### config.mk
export PLATFORM = sky130hd
export DESIGN_NAME = hyst_iout_loop
export DESIGN_NICKNAME = d
export VERILOG_FILES = /design/src/rtl/hyst_loop_pkg.sv /design/src/rtl/hyst_zone_sel.sv /design/src/rtl/hyst_step_gen.sv /design/src/rtl/hyst_cmd_reg.sv /design/src/rtl/hyst_iout_loop.sv
export SDC_FILE = /design/constraint.sdc
export NUM_CORES = 1
export LEC_CHECK = 0
export ABC_AREA = 1
export BUFFER_PORTS_ARGS = -buffer_cell sky130_fd_sc_hd__buf_2
export CAP_MARGIN = 10
export CORE_ASPECT_RATIO = 0.75
export CORE_MARGIN = 3
export CORE_UTILIZATION = 40
export CTS_CLUSTER_DIAMETER = 60
export DETAILED_ROUTE_END_ITERATION = 8
export GPL_TIMING_DRIVEN = 0
export PLACE_DENSITY = 0.54
export SYNTH_ARGS = -nofsm -noshare
export SYNTH_HDL_FRONTEND = slang
export SYNTH_SLANG_ARGS = --single-unit
### constraint.sdc
create_clock -name clk -period 10.1 [get_ports clk]
set_input_delay 2.02 -clock clk [delete_from_list [all_inputs] [get_ports clk]]
set_output_delay 2.02 -clock clk [all_outputs]
set_load 0.01 [all_outputs]
### src/rtl/hyst_loop_pkg.sv
// Shared types and helpers for the hysteretic current regulator.
// Assumes voltage codes are unsigned fractions of full scale.
package hyst_loop_pkg;

    // Regulation zone of one update, increase zones first
    typedef enum logic [2:0] {
        Z_HOLD    = 3'd0,
        Z_UP      = 3'd1,
        Z_UP_FAST = 3'd2,
        Z_DN      = 3'd3,
        Z_DN_FAST = 3'd4
    } zone_t;

    // Convert a per-mille threshold into a code of the given width (truncating)
    function automatic int unsigned pm_to_code(input int unsigned pm, input int unsigned bits);
        return (pm * (32'd1 << bits)) / 1000;
    endfunction

endpackage

### src/rtl/hyst_zone_sel.sv
// Classifies the current voltage code into a regulation zone.
// Clamp activity has top priority, then the high threshold, then the
// accelerated-decrease threshold, then the low threshold.
// Assumes: thresholds ordered DEC < LO < HI in both variants.
module hyst_zone_sel
    import hyst_loop_pkg::*;
#(
    parameter int unsigned VB_W       = 8,
    parameter int unsigned HI_PM      = 820,
    parameter int unsigned LO_PM      = 600,
    parameter int unsigned LO_ALT_PM  = 659,
    parameter int unsigned DEC_PM     = 522,
    parameter int unsigned DEC_ALT_PM = 604
) (
    input  logic [VB_W-1:0] vbst_code,
    input  logic            clamp_act,
    input  logic            alt_sel,
    output zone_t           zone
);
    localparam logic [VB_W-1:0] HI_C      = VB_W'(pm_to_code(HI_PM, VB_W));
    localparam logic [VB_W-1:0] LO_C      = VB_W'(pm_to_code(LO_PM, VB_W));
    localparam logic [VB_W-1:0] LO_ALT_C  = VB_W'(pm_to_code(LO_ALT_PM, VB_W));
    localparam logic [VB_W-1:0] DEC_C     = VB_W'(pm_to_code(DEC_PM, VB_W));
    localparam logic [VB_W-1:0] DEC_ALT_C = VB_W'(pm_to_code(DEC_ALT_PM, VB_W));

    logic [VB_W-1:0] lo_th, dec_th;

    // Pick the variant's lower thresholds
    always_comb begin
        lo_th  = alt_sel ? LO_ALT_C  : LO_C;
        dec_th = alt_sel ? DEC_ALT_C : DEC_C;
    end

    // Prioritised zone decision
    always_comb begin
        if (clamp_act)              zone = Z_UP_FAST;
        else if (vbst_code > HI_C)  zone = Z_UP;
        else if (vbst_code < dec_th) zone = Z_DN_FAST;
        else if (vbst_code < lo_th) zone = Z_DN;
        else                        zone = Z_HOLD;
    end
endmodule

### src/rtl/hyst_step_gen.sv
// Produces the adjustment amount of each update. The step doubles on
// consecutive updates in one direction up to 2**STEP_LOG, restarts at 1 on
// reversal or window re-entry; accelerated zones multiply by 2**ACC_SH.
// Assumes: upd is a single-cycle strobe.
module hyst_step_gen
    import hyst_loop_pkg::*;
#(
    parameter int unsigned STEP_LOG = 5,
    parameter int unsigned ACC_SH   = 2,
    parameter int unsigned STEP_W   = STEP_LOG + 1,
    parameter int unsigned AMT_W    = STEP_W + ACC_SH
) (
    input  logic             clk,
    input  logic             rst_n,
    input  logic             upd,
    input  zone_t            zone,
    output logic [AMT_W-1:0] amount
);
    typedef enum logic [1:0] {D_NONE, D_RISE, D_FALL} dir_t;

    localparam logic [STEP_W-1:0] CAP = STEP_W'(1) << STEP_LOG;

    logic [STEP_W-1:0] step_q, base, step_n;
    dir_t              dir_q, dir_n;
    logic              rising, falling, fast;

    // Decode direction and acceleration of the present zone
    always_comb begin
        rising  = (zone == Z_UP) || (zone == Z_UP_FAST);
        falling = (zone == Z_DN) || (zone == Z_DN_FAST);
        fast    = (zone == Z_UP_FAST) || (zone == Z_DN_FAST);
    end

    // Amount used now and step to remember for the next update
    always_comb begin
        base   = ((rising && dir_q == D_RISE) || (falling && dir_q == D_FALL)) ? step_q : STEP_W'(1);
        amount = fast ? (AMT_W'(base) << ACC_SH) : AMT_W'(base);
        step_n = (base >= CAP) ? CAP : (base << 1);
        dir_n  = rising ? D_RISE : (falling ? D_FALL : D_NONE);
    end

    // Step and direction registers, advanced only on an update
    always_ff @(posedge clk) begin
        if (!rst_n) begin
            step_q <= STEP_W'(1);
            dir_q  <= D_NONE;
        end else if (upd) begin
            step_q <= (dir_n == D_NONE) ? STEP_W'(1) : step_n;
            dir_q  <= dir_n;
        end
    end


    step_pow2_chk: assert property (@(posedge clk) disable iff (!rst_n) $onehot(step_q));

    step_cap_chk: assert property (@(posedge clk) disable iff (!rst_n) step_q <= CAP);

    step_restart_chk: assert property (@(posedge clk) disable iff (!rst_n)
        (upd && zone == Z_HOLD) |=> (step_q == STEP_W'(1)));
endmodule

### src/rtl/hyst_cmd_reg.sv
// Holds the LED current command and the boost current scale. Increases
// go to the command until it saturates, then reduce the scale; decreases
// first restore the scale to nominal, then lower the command to its floor.
// Assumes: amount is at most the full range of either register.
module hyst_cmd_reg
    import hyst_loop_pkg::*;
#(
    parameter int unsigned CMD_W    = 10,
    parameter int unsigned SCALE_W  = 8,
    parameter int unsigned AMT_W    = 8,
    parameter int unsigned CMD_INIT = 512,
    parameter int unsigned FLOOR_PC = 5
) (
    input  logic               clk,
    input  logic               rst_n,
    input  logic               upd,
    input  zone_t              zone,
    input  logic [AMT_W-1:0]   amount,
    output logic [CMD_W-1:0]   cmd,
    output logic [SCALE_W-1:0] scale
);
    localparam int unsigned CMD_MAX = (1 << CMD_W) - 1;
    localparam int unsigned SC_NOM  = (1 << SCALE_W) - 1;
    localparam int unsigned FLOOR   = (CMD_MAX * FLOOR_PC + 99) / 100;
    localparam int unsigned W_A     = (CMD_W > SCALE_W) ? CMD_W : SCALE_W;
    localparam int unsigned EXT_W   = ((W_A > AMT_W) ? W_A : AMT_W) + 1;

    logic [EXT_W-1:0]   cmd_x, scl_x, amt_x;
    logic [CMD_W-1:0]   cmd_n;
    logic [SCALE_W-1:0] scl_n;
    logic               rising, falling;

    // Widen operands so sums and differences cannot wrap
    always_comb begin
        cmd_x   = EXT_W'(cmd);
        scl_x   = EXT_W'(scale);
        amt_x   = EXT_W'(amount);
        rising  = (zone == Z_UP) || (zone == Z_UP_FAST);
        falling = (zone == Z_DN) || (zone == Z_DN_FAST);
    end

    // Next values of command and scale with saturation and handover
    always_comb begin
        cmd_n = cmd;
        scl_n = scale;
        if (rising) begin
            if (cmd_x == EXT_W'(CMD_MAX))
                scl_n = (scl_x > amt_x) ? SCALE_W'(scl_x - amt_x) : '0;
            else if (cmd_x + amt_x >= EXT_W'(CMD_MAX))
                cmd_n = CMD_W'(CMD_MAX);
            else
                cmd_n = CMD_W'(cmd_x + amt_x);
        end else if (falling) begin
            if (scl_x != EXT_W'(SC_NOM))
                scl_n = (scl_x + amt_x >= EXT_W'(SC_NOM)) ? SCALE_W'(SC_NOM) : SCALE_W'(scl_x + amt_x);
            else if (cmd_x <= EXT_W'(FLOOR) + amt_x)
                cmd_n = CMD_W'(FLOOR);
            else
                cmd_n = CMD_W'(cmd_x - amt_x);
        end
    end

    // Output registers, loaded only on an update
    always_ff @(posedge clk) begin
        if (!rst_n) begin
            cmd   <= CMD_W'(CMD_INIT);
            scale <= SCALE_W'(SC_NOM);
        end else if (upd) begin
            cmd   <= cmd_n;
            scale <= scl_n;
        end
    end


    cmd_floor_chk: assert property (@(posedge clk) disable iff (!rst_n) cmd >= CMD_W'(FLOOR));

    idle_stable_chk: assert property (@(posedge clk) disable iff (!rst_n)
        !upd |=> ($stable(cmd) && $stable(scale)));

    window_stable_chk: assert property (@(posedge clk) disable iff (!rst_n)
        (upd && zone == Z_HOLD) |=> ($stable(cmd) && $stable(scale)));

    handover_chk: assert property (@(posedge clk) disable iff (!rst_n)
        (scale != SCALE_W'(SC_NOM)) |-> (cmd == CMD_W'(CMD_MAX)));

    rise_moves_chk: assert property (@(posedge clk) disable iff (!rst_n)
        (upd && rising && cmd != CMD_W'(CMD_MAX)) |=> (cmd > $past(cmd)));

    recover_first_chk: assert property (@(posedge clk) disable iff (!rst_n)
        (upd && falling && scale != SCALE_W'(SC_NOM)) |=> ($stable(cmd) && scale > $past(scale)));
endmodule

### src/rtl/hyst_iout_loop.sv
// Top of the hysteretic LED current regulator: zone decision, step
// generation and command/scale registers. One update per upd_stb pulse.
// Assumes: vbst_code and clamp_act are stable in the cycle of the strobe.
module hyst_iout_loop
    import hyst_loop_pkg::*;
#(
    parameter int unsigned VB_W     = 8,
    parameter int unsigned CMD_W    = 10,
    parameter int unsigned SCALE_W  = 8,
    parameter int unsigned STEP_LOG = 5,
    parameter int unsigned ACC_SH   = 2,
    parameter int unsigned CMD_INIT = 512
) (
    input  logic               clk,
    input  logic               rst_n,
    input  logic               upd_stb,
    input  logic [VB_W-1:0]    vbst_code,
    input  logic               clamp_act,
    input  logic               alt_sel,
    output logic [CMD_W-1:0]   iout_cmd,
    output logic [SCALE_W-1:0] bst_scale
);
    localparam int unsigned STEP_W = STEP_LOG + 1;
    localparam int unsigned AMT_W  = STEP_W + ACC_SH;

    zone_t            zone;
    logic [AMT_W-1:0] amount;

    hyst_zone_sel #(.VB_W(VB_W)) u_zone (
        .vbst_code (vbst_code),
        .clamp_act (clamp_act),
        .alt_sel   (alt_sel),
        .zone      (zone)
    );

    hyst_step_gen #(
        .STEP_LOG (STEP_LOG),
        .ACC_SH   (ACC_SH),
        .STEP_W   (STEP_W),
        .AMT_W    (AMT_W)
    ) u_step (
        .clk    (clk),
        .rst_n  (rst_n),
        .upd    (upd_stb),
        .zone   (zone),
        .amount (amount)
    );

    hyst_cmd_reg #(
        .CMD_W    (CMD_W),
        .SCALE_W  (SCALE_W),
        .AMT_W    (AMT_W),
        .CMD_INIT (CMD_INIT)
    ) u_cmd (
        .clk    (clk),
        .rst_n  (rst_n),
        .upd    (upd_stb),
        .zone   (zone),
        .amount (amount),
        .cmd    (iout_cmd),
        .scale  (bst_scale)
    );
endmodule

# [Word level (Yosys, flattened, before mapping)]
# Cells that the tools add are included.
[word_totals] ff_bits=26 input_bits=13 out_inout_bits=18 elab_cells=63
[op_classes] n_addsub=5 n_lt_le_gt_ge=8 n_eq_ne=11 muxes=24 n_reduce_logical=11
[op_table] cell="two-way mux 10 bit" n=6
[op_table] cell="two-way mux 8 bit" n=7
[op_table] cell="two-way mux 6 bit" n=4
[op_table] cell="less-than comparator 8 bit" n=2
[op_table] cell="adder 10 x 8 -> 11 bit" n=1
[op_table] cell="greater-or-equal comparator 11 x 10 -> 1 bit (second input constant)" n=1
[op_table] cell="greater-or-equal comparator 11 x 8 -> 1 bit (second input constant)" n=1
[op_table] cell="<= comparator 10 x 11 -> 1 bit" n=1
[op_table] cell="equality test 10 bit (second input constant)" n=1
[op_table] cell="subtractor 10 x 8 -> 10 bit" n=1
[op_table] cell="adder 6 x 8 -> 9 bit (first input constant)" n=1
[op_table] cell="adder 8 x 8 -> 9 bit" n=1
[op_table] cell="two-way mux 3 bit" n=3
[op_table] cell="greater-than comparator 8 bit" n=1
[op_table] cell="greater-than comparator 8 bit (second input constant)" n=1
[op_table] cell="inequality test 8 bit (second input constant)" n=1
[op_table] cell="AND reduction 4 bit" n=2
[op_table] cell="subtractor 8 bit" n=1
[op_table] cell="equality test 3 x 2 -> 1 bit (second input constant)" n=2
[op_table] cell="greater-or-equal comparator 6 bit (second input constant)" n=1
[op_table] cell="two-way mux 2 bit" n=3
[op_table] cell="two-way mux 5 bit" n=1
[op_table] cell="logical OR 1 bit" n=4
[op_table] cell="inequality test 2 bit (second input constant)" n=2
[op_table] cell="other kinds (8)" n=10

# [Depth between registers and ports, before layout]
# Gate-level depths: netlist of run 1.
[logic_depth] ltp_word=18 ltp_mapped=31 ltp_nobuf=30

# [Modules after synthesis]
# A second synthesis of run 1 with hierarchy kept.
[unflattened] cells_unflattened=576 hier_area_um2=3722.3
[by_module_without_submodules] module="hyst_cmd_reg" n_inst=1 cells_per_inst=460 area_per_inst_um2=2964.1 seq_area_each_um2=360.3
[by_module_without_submodules] module="hyst_step_gen" n_inst=1 cells_per_inst=77 area_per_inst_um2=525.5 seq_area_each_um2=160.2
[by_module_without_submodules] module="hyst_zone_sel" n_inst=1 cells_per_inst=39 area_per_inst_um2=232.7 seq_area_each_um2=0.0

# [Least setup slack after synthesis of run 1]
# Ideal clock, no wire load.
[synth_path] kind="input to register" from="in alt_sel" to="reg u_cmd.scale[1]" setup_ns=0.129 t_arrival_ns=4.857 t_required_ns=9.971 slack_ns=5.114 cell_stages=26 path_buffers=1 cell_sequence="inv_1 -> ha_1 -> a21oi_1 -> nand2_1 -> inv_1 -> a21boi_1 -> nand2_2 -> nand2_2 -> nand2_4 -> buf_6 -> nand2_1 -> nor2_1 -> inv_1 -> ha_1 -> nor2_1 -> nand2_1 -> nand2_1 -> nand2_1 -> nand2_1 -> a21oi_1 -> xor2_1 -> nor2_1 -> nand2_1 -> o21ai_2 -> nand3_2 -> nand3_1"
[synth_between] elab_chain_cells=18 word_cells_on_any_way=34 cone_classes="add/sub (2); order compare (4); eq/ne (5); mux (14); reduce/logical (9)"
[synth_lines] item="from (decl)" line_no="hyst_iout_loop.sv:19" source="input logic alt_sel,"
[synth_lines] item="two-way mux 6 bit" line_no="hyst_zone_sel.sv:30" source="lo_th = alt_sel ? LO_ALT_C : LO_C;"
[synth_lines] item="less-than comparator 8 bit" line_no="hyst_zone_sel.sv:39" source="else if (vbst_code < lo_th) zone = Z_DN;"
[synth_lines] item="two-way mux 2 bit" line_no="hyst_zone_sel.sv:39"
[synth_lines] item="two-way mux 3 bit *" line_no="hyst_zone_sel.sv:38" source="else if (vbst_code < dec_th) zone = Z_DN_FAST;"
[synth_lines] item="two-way mux 3 bit *" line_no="hyst_zone_sel.sv:37" source="else if (vbst_code > HI_C) zone = Z_UP;"
[synth_lines] item="two-way mux 3 bit *" line_no="hyst_zone_sel.sv:36" source="if (clamp_act) zone = Z_UP_FAST;"
[synth_lines] item="equality test 3 x 1 -> 1 bit, or another cell as far along" line_no="hyst_step_gen.sv:29, hyst_cmd_reg.sv:38"
[synth_lines] item="logical OR 1 bit (on tied branches)"
[synth_lines] item="[... 2 more ...]"
[synth_lines] item="two-way mux 6 bit" line_no="hyst_step_gen.sv:36" source="base = ((rising && dir_q == D_RISE) || (falling && dir_q == D_FALL)) ? step_q : STEP_W'(1);"
[synth_lines] item="two-way mux 8 bit" line_no="hyst_step_gen.sv:37" source="amount = fast ? (AMT_W'(base) << ACC_SH) : AMT_W'(base);"
[synth_lines] item="adder 8 x 8 -> 9 bit" line_no="hyst_cmd_reg.sv:55" source="scl_n = (scl_x + amt_x >= EXT_W'(SC_NOM)) ? SCALE_W'(SC_NOM) : SCALE_W'(scl_x + amt_x);"
[synth_lines] item="greater-or-equal comparator 11 x 8 -> 1 bit" line_no="hyst_cmd_reg.sv:55"
[synth_lines] item="two-way mux 8 bit" line_no="hyst_cmd_reg.sv:55"
[synth_lines] item="two-way mux 8 bit" line_no="hyst_cmd_reg.sv:54" source="if (scl_x != EXT_W'(SC_NOM))"
[synth_lines] item="two-way mux 8 bit" line_no="hyst_cmd_reg.sv:53" source="end else if (falling) begin"
[synth_lines] item="two-way mux 8 bit" line_no="hyst_cmd_reg.sv:46" source="if (rising) begin"
[synth_lines] item="to (signal assigned)" line_no="hyst_cmd_reg.sv:67" source="scale <= SCALE_W'(SC_NOM);"
[synth_lines] item="to (signal assigned)" line_no="hyst_cmd_reg.sv:70" source="scale <= scl_n;"
[synth_lines] item="to (decl)" line_no="hyst_cmd_reg.sv:20" source="output logic [SCALE_W-1:0] scale"
# Every way passes the cells marked *; elsewhere a longest branch is shown, timed or not. The select of a mux whose other input is x is not followed.
# A chain may end at the register's enable or synchronous reset.

# [Worst setup path in the final report of run 1]
[layout_path] from="in alt_sel" to="reg u_cmd.cmd[3]"
[layout_between] elab_chain_cells=18 word_cells_on_any_way=35 cone_classes="add/sub (3); order compare (4); eq/ne (6); mux (14); reduce/logical (8)"
[layout_lines] item="two-way mux 6 bit" line_no="hyst_zone_sel.sv:30"
[layout_lines] item="less-than comparator 8 bit" line_no="hyst_zone_sel.sv:39"
[layout_lines] item="two-way mux 2 bit" line_no="hyst_zone_sel.sv:39"
[layout_lines] item="two-way mux 3 bit *" line_no="hyst_zone_sel.sv:38"
[layout_lines] item="two-way mux 3 bit *" line_no="hyst_zone_sel.sv:37"
[layout_lines] item="two-way mux 3 bit *" line_no="hyst_zone_sel.sv:36"
[layout_lines] item="equality test 3 x 1 -> 1 bit, or another cell as far along" line_no="hyst_step_gen.sv:29, hyst_cmd_reg.sv:38"
[layout_lines] item="logical OR 1 bit (on tied branches)"
[layout_lines] item="[... 2 more ...]"
[layout_lines] item="two-way mux 6 bit" line_no="hyst_step_gen.sv:36"
[layout_lines] item="two-way mux 8 bit" line_no="hyst_step_gen.sv:37"
[layout_lines] item="adder 6 x 8 -> 9 bit" line_no="hyst_cmd_reg.sv:56" source="else if (cmd_x <= EXT_W'(FLOOR) + amt_x)"
[layout_lines] item="<= comparator 10 x 11 -> 1 bit" line_no="hyst_cmd_reg.sv:56"
[layout_lines] item="two-way mux 10 bit" line_no="hyst_cmd_reg.sv:56"
[layout_lines] item="two-way mux 10 bit" line_no="hyst_cmd_reg.sv:54"
[layout_lines] item="two-way mux 10 bit" line_no="hyst_cmd_reg.sv:53"
[layout_lines] item="two-way mux 10 bit" line_no="hyst_cmd_reg.sv:46"
[layout_lines] item="to (signal assigned)" line_no="hyst_cmd_reg.sv:66" source="cmd <= CMD_W'(CMD_INIT);"
[layout_lines] item="to (signal assigned)" line_no="hyst_cmd_reg.sv:69" source="cmd <= cmd_n;"
[layout_lines] item="to (decl)" line_no="hyst_cmd_reg.sv:19" source="output logic [CMD_W-1:0] cmd,"
# Marks and branches as above.

==> load_flow_metrics.sql, run 1 <==
INSERT INTO impl_metrics (metric_group, metric, value, unit) VALUES
('clock_tree', 'cts_max_path_buffers', '2', ''),
('setup_path', 'critPathTopFamily', 'simple AND/OR/NAND/NOR gates', ''),
('setup_path', 'cpMaxStageDelayCell', 'nor2_1', ''),
('setup_path', 'critPathKind', 'input port to flop', ''),
('routing', 'viasPerCell', '5.428', ''),
('grt', 'grt_overflow', '0', ''),
('clock_tree', 'tritoncts_clock_tree', 'done', ''),
('run_status', 'result_of_the_run', 'complete, no violations', ''),
('clock_tree', 'cts.sink_count', '26', ''),
('final_layout', 'antenna-diode-count', '0', ''),
('setup_path', 'worst-path-buf-inv', '8', ''),
('final_layout', 'layout-drive-gt1-share', '12.93', '%'),
('synth', 'synth_fp_nets', '610', ''),
('routing', 'initialDrtViolationCount', '356', ''),
('synth', 'post-synth-top-area-fraction', '16.65', '%'),
('setup_path', 'critical_path.endpoint_type', 'flop', ''),
('sta', 'final.setup.tns', '0', 'ns'),
('sta', 'final_hold_viol_count', '0', ''),
('routing', 'dr_wl_met3', '846', 'um'),
('sta', 'total_count_of_max_transition_violations_in_the_final_report', '0', ''),
('power', 'power.density_cell_area', '161.9', 'nW/um^2'),
('floorplanning', 'fp.dieW', '113.3', 'um'),
('setup_path', 'path_max_fanout', '10', ''),
('final_layout', 'most-common-layout-cells', 'nand2_1 (117), inv_1 (73), nand3_1 (58)', ''),
('routing', 'drt_pre_antenna_iters', '5', ''),
('flow_run', 'timing.max_cap.violations', '0', ''),
('power', 'report.power.total', '621.4', 'uW'),
('synth', 'synth-seq-cells', '26', ''),
('sta', 'worst-slew-pin-transition', '0.7557', 'ns'),
('routing', 'wl_met2', '4.317', 'mm'),
('synth', 'share_of_the_yosys_chip_area_belonging_to_registers', '15.06', '%'),
('grt', 'grt.total_usage', '22.81', '%'),
('floorplanning', 'floorplan.die.height', '86.50', 'um'),
('clock_tree', 'clk-insertion-delay-late', '0.27', 'ns'),
('setup_path', 'startpoint_of_the_lowest_slack_register_to_register_path', 'u_step.dir_q[1]$_SDFFE_PN0P_', ''),
('sta', 'fin_ws', '4.296', 'ns'),
('clock_tree', 'cts.htree.levels', '1', ''),
('floorplanning', 'initial_core_util', '42.52', '%'),
('clock_tree', 'postCtsResizedCells', '0', ''),
('power', 'share_comb_of_total_power', '56.7', '%'),
('power', 'total_leakage_power', '1.972', 'nW'),
('synth', 'yosysWarnings', '0', ''),
('synth', 'synth.cell_area', '3456', 'um^2'),
('worst_hold_path', 'min_path_cells', '2', ''),
('setup_path', 'critical_path_required', '10.27', 'ns'),
('routing', 'ant_nets', '0', ''),
('routing', 'wl_met1', '5.458', 'mm'),
('final_layout', 'final_common_cell', 'nand2_1', ''),
('synth', 'area_contributors_post_synth', 'ha_1 (17%), dfxtp_1 (15%), nand2_1 (13%)', ''),
('floorplanning', 'top_level_ports', '31', ''),
('routing', 'route.vias.total', '3718', ''),
('routing', 'topRoutingLayerUsed', 'met4', ''),
('final_layout', 'fillerInstances', '904', ''),
('place', 'portBuffers', '29', ''),
('setup_path', 'cell_mode_on_critical_path', 'inv_1', ''),
('clock_tree', 'clock-root-buffer', 'clkbuf_16', ''),
('grt', 'antenna_violations_before_repair', '0', ''),
('power', 'p_seq_share', '24.2', '%'),
('setup_path', 'rr_endpoint', 'u_cmd.cmd[3]$_SDFFE_PN0P_', ''),
('sta', 'finalCritPeriodShare', '57.47', '%'),
('power', 'clockPowerShare', '19.2', '%'),
('final_layout', 'register_area', '520.5', 'um^2'),
('setup_path', 'critical_path.startpoint_type', 'input port', ''),
('worst_hold_path', 'hold_path_class', 'flop to flop', ''),
('clock_tree', 'cts_setup_buffers', '0', ''),
('power', 'intPower', '324.9', 'uW'),
('setup_path', 'path_depth', '24', ''),
('power', 'netsw', '296.6', 'uW'),
('power', 'switching_share', '47.73', '%'),
('sta', 'finalClockSkew', '0.004297', 'ns'),
('place', 'dpl_worst_slack', '4.068', 'ns');
[per-stage QoR]
step	hold WS [ns]	std cells	instance area [um^2]	utilization, %
after global placement	0.4505	681	3732	45.92
after CTS	0.4758	685	3837	47.21
after detailed placement	0.4647	681	3732	45.92
after floorplan	0.4360	547	3456	-
after global routing	0.5002	685	3837	47.21
final	0.4789	685	3837	47.21
[flip-flops by register name, summed over array words and instances, names as in the netlist]
| name | cells |
|---|---|
| u_cmd.cmd | 10 |
| u_step.step_q | 6 |
| u_cmd.scale | 8 |
| u_step.dir_q | 2 |
[cells by family (layout without fill, tap and decap cells)]
kind of cell | after synthesis | count (layout) | synth area share (%)
xor gates and xnor gates | 16 | 16 | 4.055
DFF | 26 | 26 | 15.06
and+or+nand+nor | 257 | 257 | 34.18
AOI/OAI and AO/OA | 102 | 102 | 16.69
buffers and inverters | 96 | 129 | 11.04
adders and majority gates | 50 | 50 | 18.97
[worst min-delay path: cells and delay by family (launching register included)]
kind             cells  cell delay, ns
AO/OA/AOI/OAI        1            0.06
flip-flops           1            0.32
AND/OR/NAND/NOR      1            0.06
[cells in the mapped netlist, drive strengths merged]
master / n
a211oi: 1
a21boi: 2
a21oi: 54
a221oi: 1
a31oi: 3
buf: 10
clkbuf: 4
clkinv: 2
dfxtp: 26
fa: 4
ha: 46
inv: 80
nand2: 129
nand3: 59
nand4: 14
nor2: 41
nor3: 8
nor4: 3
o211ai: 1
o21a: 4
o21ai: 30
o21bai: 3
o221ai: 1
o31ai: 2
or2: 3
xnor2: 1
xor2: 15
[routing by layer]
metal / vias up / track usage, %
met2: 117 / 33.82
li1: 1874 / -
met3: 11 / 3.489
met4: 0 / 2.838
met1: 1716 / 35.51
met5: - / 0
[worst max path at each step]
stage                       start                           to  slack [ns]
after floorplan           alt_sel  u_cmd.scale[1]$_SDFFE_PN1P_        5.11
after global placement    alt_sel    u_cmd.cmd[3]$_SDFFE_PN0P_        4.13
after detailed placement  alt_sel    u_cmd.cmd[3]$_SDFFE_PN0P_        4.07
after CTS                 alt_sel    u_cmd.cmd[3]$_SDFFE_PN0P_        4.33
after global routing      alt_sel    u_cmd.cmd[3]$_SDFFE_PN0P_        3.83
final                     alt_sel    u_cmd.cmd[3]$_SDFFE_PN0P_        4.30
[power groups by stage]
stage	sequential (mW)	combinational, mW	clock (mW)
final	0.150	0.352	0.119
after floorplan	0.149	0.253	0
after global placement	0.152	0.343	0
after detailed placement	0.152	0.346	0
after global routing	0.154	0.399	0.125
after CTS	0.150	0.348	0.122
[layout make-up]
class	count	area share (%)
clock inverters	1	0.7825
repair buffers	29	3.782
well taps	105	3.424
inverters	82	8.021
flip-flops and latches	26	13.56
clock buffers	3	1.956
plain buffers	14	1.924
multi-input cells	425	66.55
(Power assumes the default switching activity.)
==> run 2, diff against run 1 <==
- PLACE_DENSITY: 0.54 -> 0.57
- clock period: 10.1 -> 4.7 ns (I/O delays scaled with it)
==> load_flow_metrics.sql, run 2 (synthesized netlist as in run 1, its figures left out) <==
INSERT INTO impl_metrics (metric_group, metric, value, unit) VALUES
('final_layout', 'most-common-layout-cells', 'nand2_1 (117), inv_1 (72), nand3_1 (57)', ''),
('routing', 'post-route-drc-count', '0', ''),
('setup_path', 'critical_path.endpoint_type', 'flop', ''),
('run_status', 'result_of_the_run', 'complete, no violations', ''),
('sta', 'final-setup-viol-count', '0', ''),
('place', 'post_dp_cell_area', '3732', 'um^2'),
('sta', 'total_count_of_max_transition_violations_in_the_final_report', '0', ''),
('clock_tree', 'numCtsBuffers', '3', ''),
('routing', 'detail_route.wl_per_cell', '15.96', 'um'),
('clock_tree', 'clkSlewWorstSetupHoldPaths', '0.07', 'ns'),
('final_layout', 'fillerInstances', '864', ''),
('setup_path', 'worst_ep_arrival_time', '4.62', 'ns'),
('routing', 'initialDrtViolationCount', '317', ''),
('power', 'total_leakage_power', '1.966', 'nW'),
('grt', 'grt.total_usage', '22.60', '%'),
('place', 'portBuffers', '29', ''),
('clock_tree', 'postCtsResizedCells', '1', ''),
('floorplanning', 'num_rows', '28', ''),
('sta', 'finalClockSkew', '0.006989', 'ns'),
('final_layout', 'largest_register_ffs', '10', ''),
('final_layout', 'registers_with_the_highest_flip_flop_counts', 'u_cmd.cmd (10), u_cmd.scale (8), u_step.step_q (6)', ''),
('floorplanning', 'initial_core_util', '42.52', '%'),
('clock_tree', 'cts_max_path_buffers', '2', ''),
('floorplanning', 'fp.dieArea', '9802', 'um^2'),
('setup_path', 'cell_mode_on_critical_path', 'nand2_1', ''),
('routing', 'route.final.wire_length', '10.93', 'mm'),
('clock_tree', 'clk-insertion-delay-late', '0.27', 'ns'),
('final_layout', 'largest_reg_by_ff_count', 'u_cmd.cmd', ''),
('grt', 'grt_overflow', '0', ''),
('sta', 'final_hold_viol_count', '0', ''),
('grt', 'antenna_violations_before_repair', '0', ''),
('sta', 'finalCritPeriodShare', '93.62', '%'),
('setup_path', 'critPathKind', 'input port to flop', ''),
('routing', 'ant_nets', '0', ''),
('clock_tree', 'ctsHoldBuffers', '0', ''),
('setup_path', 'critical_path_required', '4.92', 'ns'),
('sta', 'max_freq', '227.3', 'MHz'),
('final_layout', 'final_common_cell', 'nand2_1', ''),
('clock_tree', 'cts_setup_buffers', '0', ''),
('place', 'hpwl', '8.702', 'mm'),
('power', 'power.density_cell_area', '341.9', 'nW/um^2'),
('sta', 'minimum_clock_period_after_layout', '4.400', 'ns'),
('final_layout', 'layout-drive-gt1-share', '13.97', '%'),
('setup_path', 'path_max_fanout', '10', ''),
('setup_path', 'critPathMaxStageDelay', '0.35', 'ns'),
('sta', 'worst_slew_margin_rel', '56.04', '%'),
('grt', 'grt_start_max_net_pins', '15', ''),
('sta', 'rsz0062_at_grt', 'false', ''),
('floorplanning', 'floorplan.die.height', '86.50', 'um'),
('setup_path', 'critPathTopFamily', 'simple AND/OR/NAND/NOR gates', ''),
('routing', 'viasPerCell', '5.378', ''),
('sta', 'worst-slew-pin-transition', '0.6593', 'ns'),
('clock_tree', 'cts.htree.levels', '1', ''),
('grt', 'grt_first_pass_wirelength', '17.71', 'mm'),
('clock_tree', 'clock-root-buffer', 'clkbuf_16', ''),
('setup_path', 'critical_path.startpoint_type', 'input port', ''),
('final_layout', 'final_nets', '644', ''),
('worst_hold_path', 'hold_path_class', 'flop to flop', ''),
('flow_run', 'timing.max_cap.violations', '0', ''),
('clock_tree', 'tritoncts_clock_tree', 'done', ''),
('sta', 'finalHoldWorstSlack', '0.4702', 'ns'),
('power', 'report.power.total', '1.315', 'mW'),
('power', 'irDropWorstVdd', '0.1593', 'mV'),
('floorplanning', 'core_area', '8128', 'um^2'),
('routing', 'drt_pre_antenna_iters', '5', ''),
('final_layout', 'area_added_between_synthesis_and_finish', '11.33', '%'),
('floorplanning', 'top_level_ports', '31', ''),
('grt', 'grt_pass1_vias', '3347', ''),
('clock_tree', 'cts.sink_count', '26', ''),
('final_layout', 'antenna-diode-count', '0', ''),
('routing', 'route.vias.total', '3684', ''),
('floorplanning', 'fp.dieW', '113.3', 'um'),
('final_layout', 'stdcell_area', '3847', 'um^2'),
('place', 'gp_congestion', '0.8931', ''),
('setup_path', 'cpMaxStageDelayCell', 'ha_1', ''),
('setup_path', 'worst-path-buf-inv', '6', '');
run 2: per-layer routing:
| layer | vias to the layer above | global-route usage, % | wire length (um) |
|---|---|---|---|
| met5 | - | 0 | 0 |
| met4 | 0 | 2.183 | 53 |
| met3 | 6 | 3.768 | 740 |
| met2 | 111 | 33.82 | 4491 |
| met1 | 1699 | 34.97 | 5647 |
| li1 | 1868 | - | - |
run 2: final cells by class:
type                    count  area (um^2)  share of cell area, %
multi-input cells         425         2580                  67.06
flip-flops and latches     26        520.5                  13.53
inverters                  82        307.8                  8.000
repair buffers             29        145.1                  3.772
well taps                 105        131.4                  3.415
clock buffers               4        88.84                  2.309
plain buffers              14        73.82                  1.919
run 2: final timing paths:
| check | from | to | slack [ns] | depth (start not counted) |
|---|---|---|---|---|
| worst min register to register | u_step.dir_q[1]$_SDFFE_PN0P_ | u_step.dir_q[1]$_SDFFE_PN0P_ | 0.47 | 2 |
| worst max register to register | u_step.dir_q[1]$_SDFFE_PN0P_ | u_cmd.cmd[5]$_SDFFE_PN0P_ | 1.24 | 23 |
| worst min-delay path | u_step.dir_q[1]$_SDFFE_PN0P_ | u_step.dir_q[1]$_SDFFE_PN0P_ | 0.47 | 2 |
| worst max-delay path | alt_sel | u_cmd.cmd[5]$_SDFFE_PN0P_ | 0.30 | 30 |
run 2: report_power, final:
part	switching, mW	total, mW	internal (mW)
sequential	0.0674	0.323	0.256
clock	0.0883	0.219	0.131
combinational	0.498	0.773	0.275
total	0.654	1.32	0.661
run 2: per-stage QoR:
step           std cells  util (%)  setup TNS (ns)  setup slack (ns)
2_1_floorplan        547         -               0            0.7941
3_3_place_gp         681     45.92          -4.395           -0.4605
3_5_place_dp         681     45.92          -4.815           -0.4839
4_1_cts              685     47.04               0           0.06112
5_1_grt              685     47.34               0          0.008363
6_report             685     47.34               0            0.2997
run 2: worst register-to-register path, cell delays in order (launching register included):
cell and delay (ns):
dfxtp_1 0.33, inv_1 0.05, or2_2 0.29, nor2_4 0.11, nand2_2 0.07, nand2_4 0.09, buf_6 0.14, nand2_1 0.09
nor2_4 0.25, inv_1 0.17, ha_1 0.35, inv_1 0.13, nand3_1 0.11, nand3_1 0.10, nand2_1 0.09, nor3_1 0.25
nand3_1 0.16, nor2_1 0.12, nand2_1 0.05, nand2_1 0.07, nand2_2 0.12, nand3_1 0.15, nand2_1 0.07, inv_1 0.05
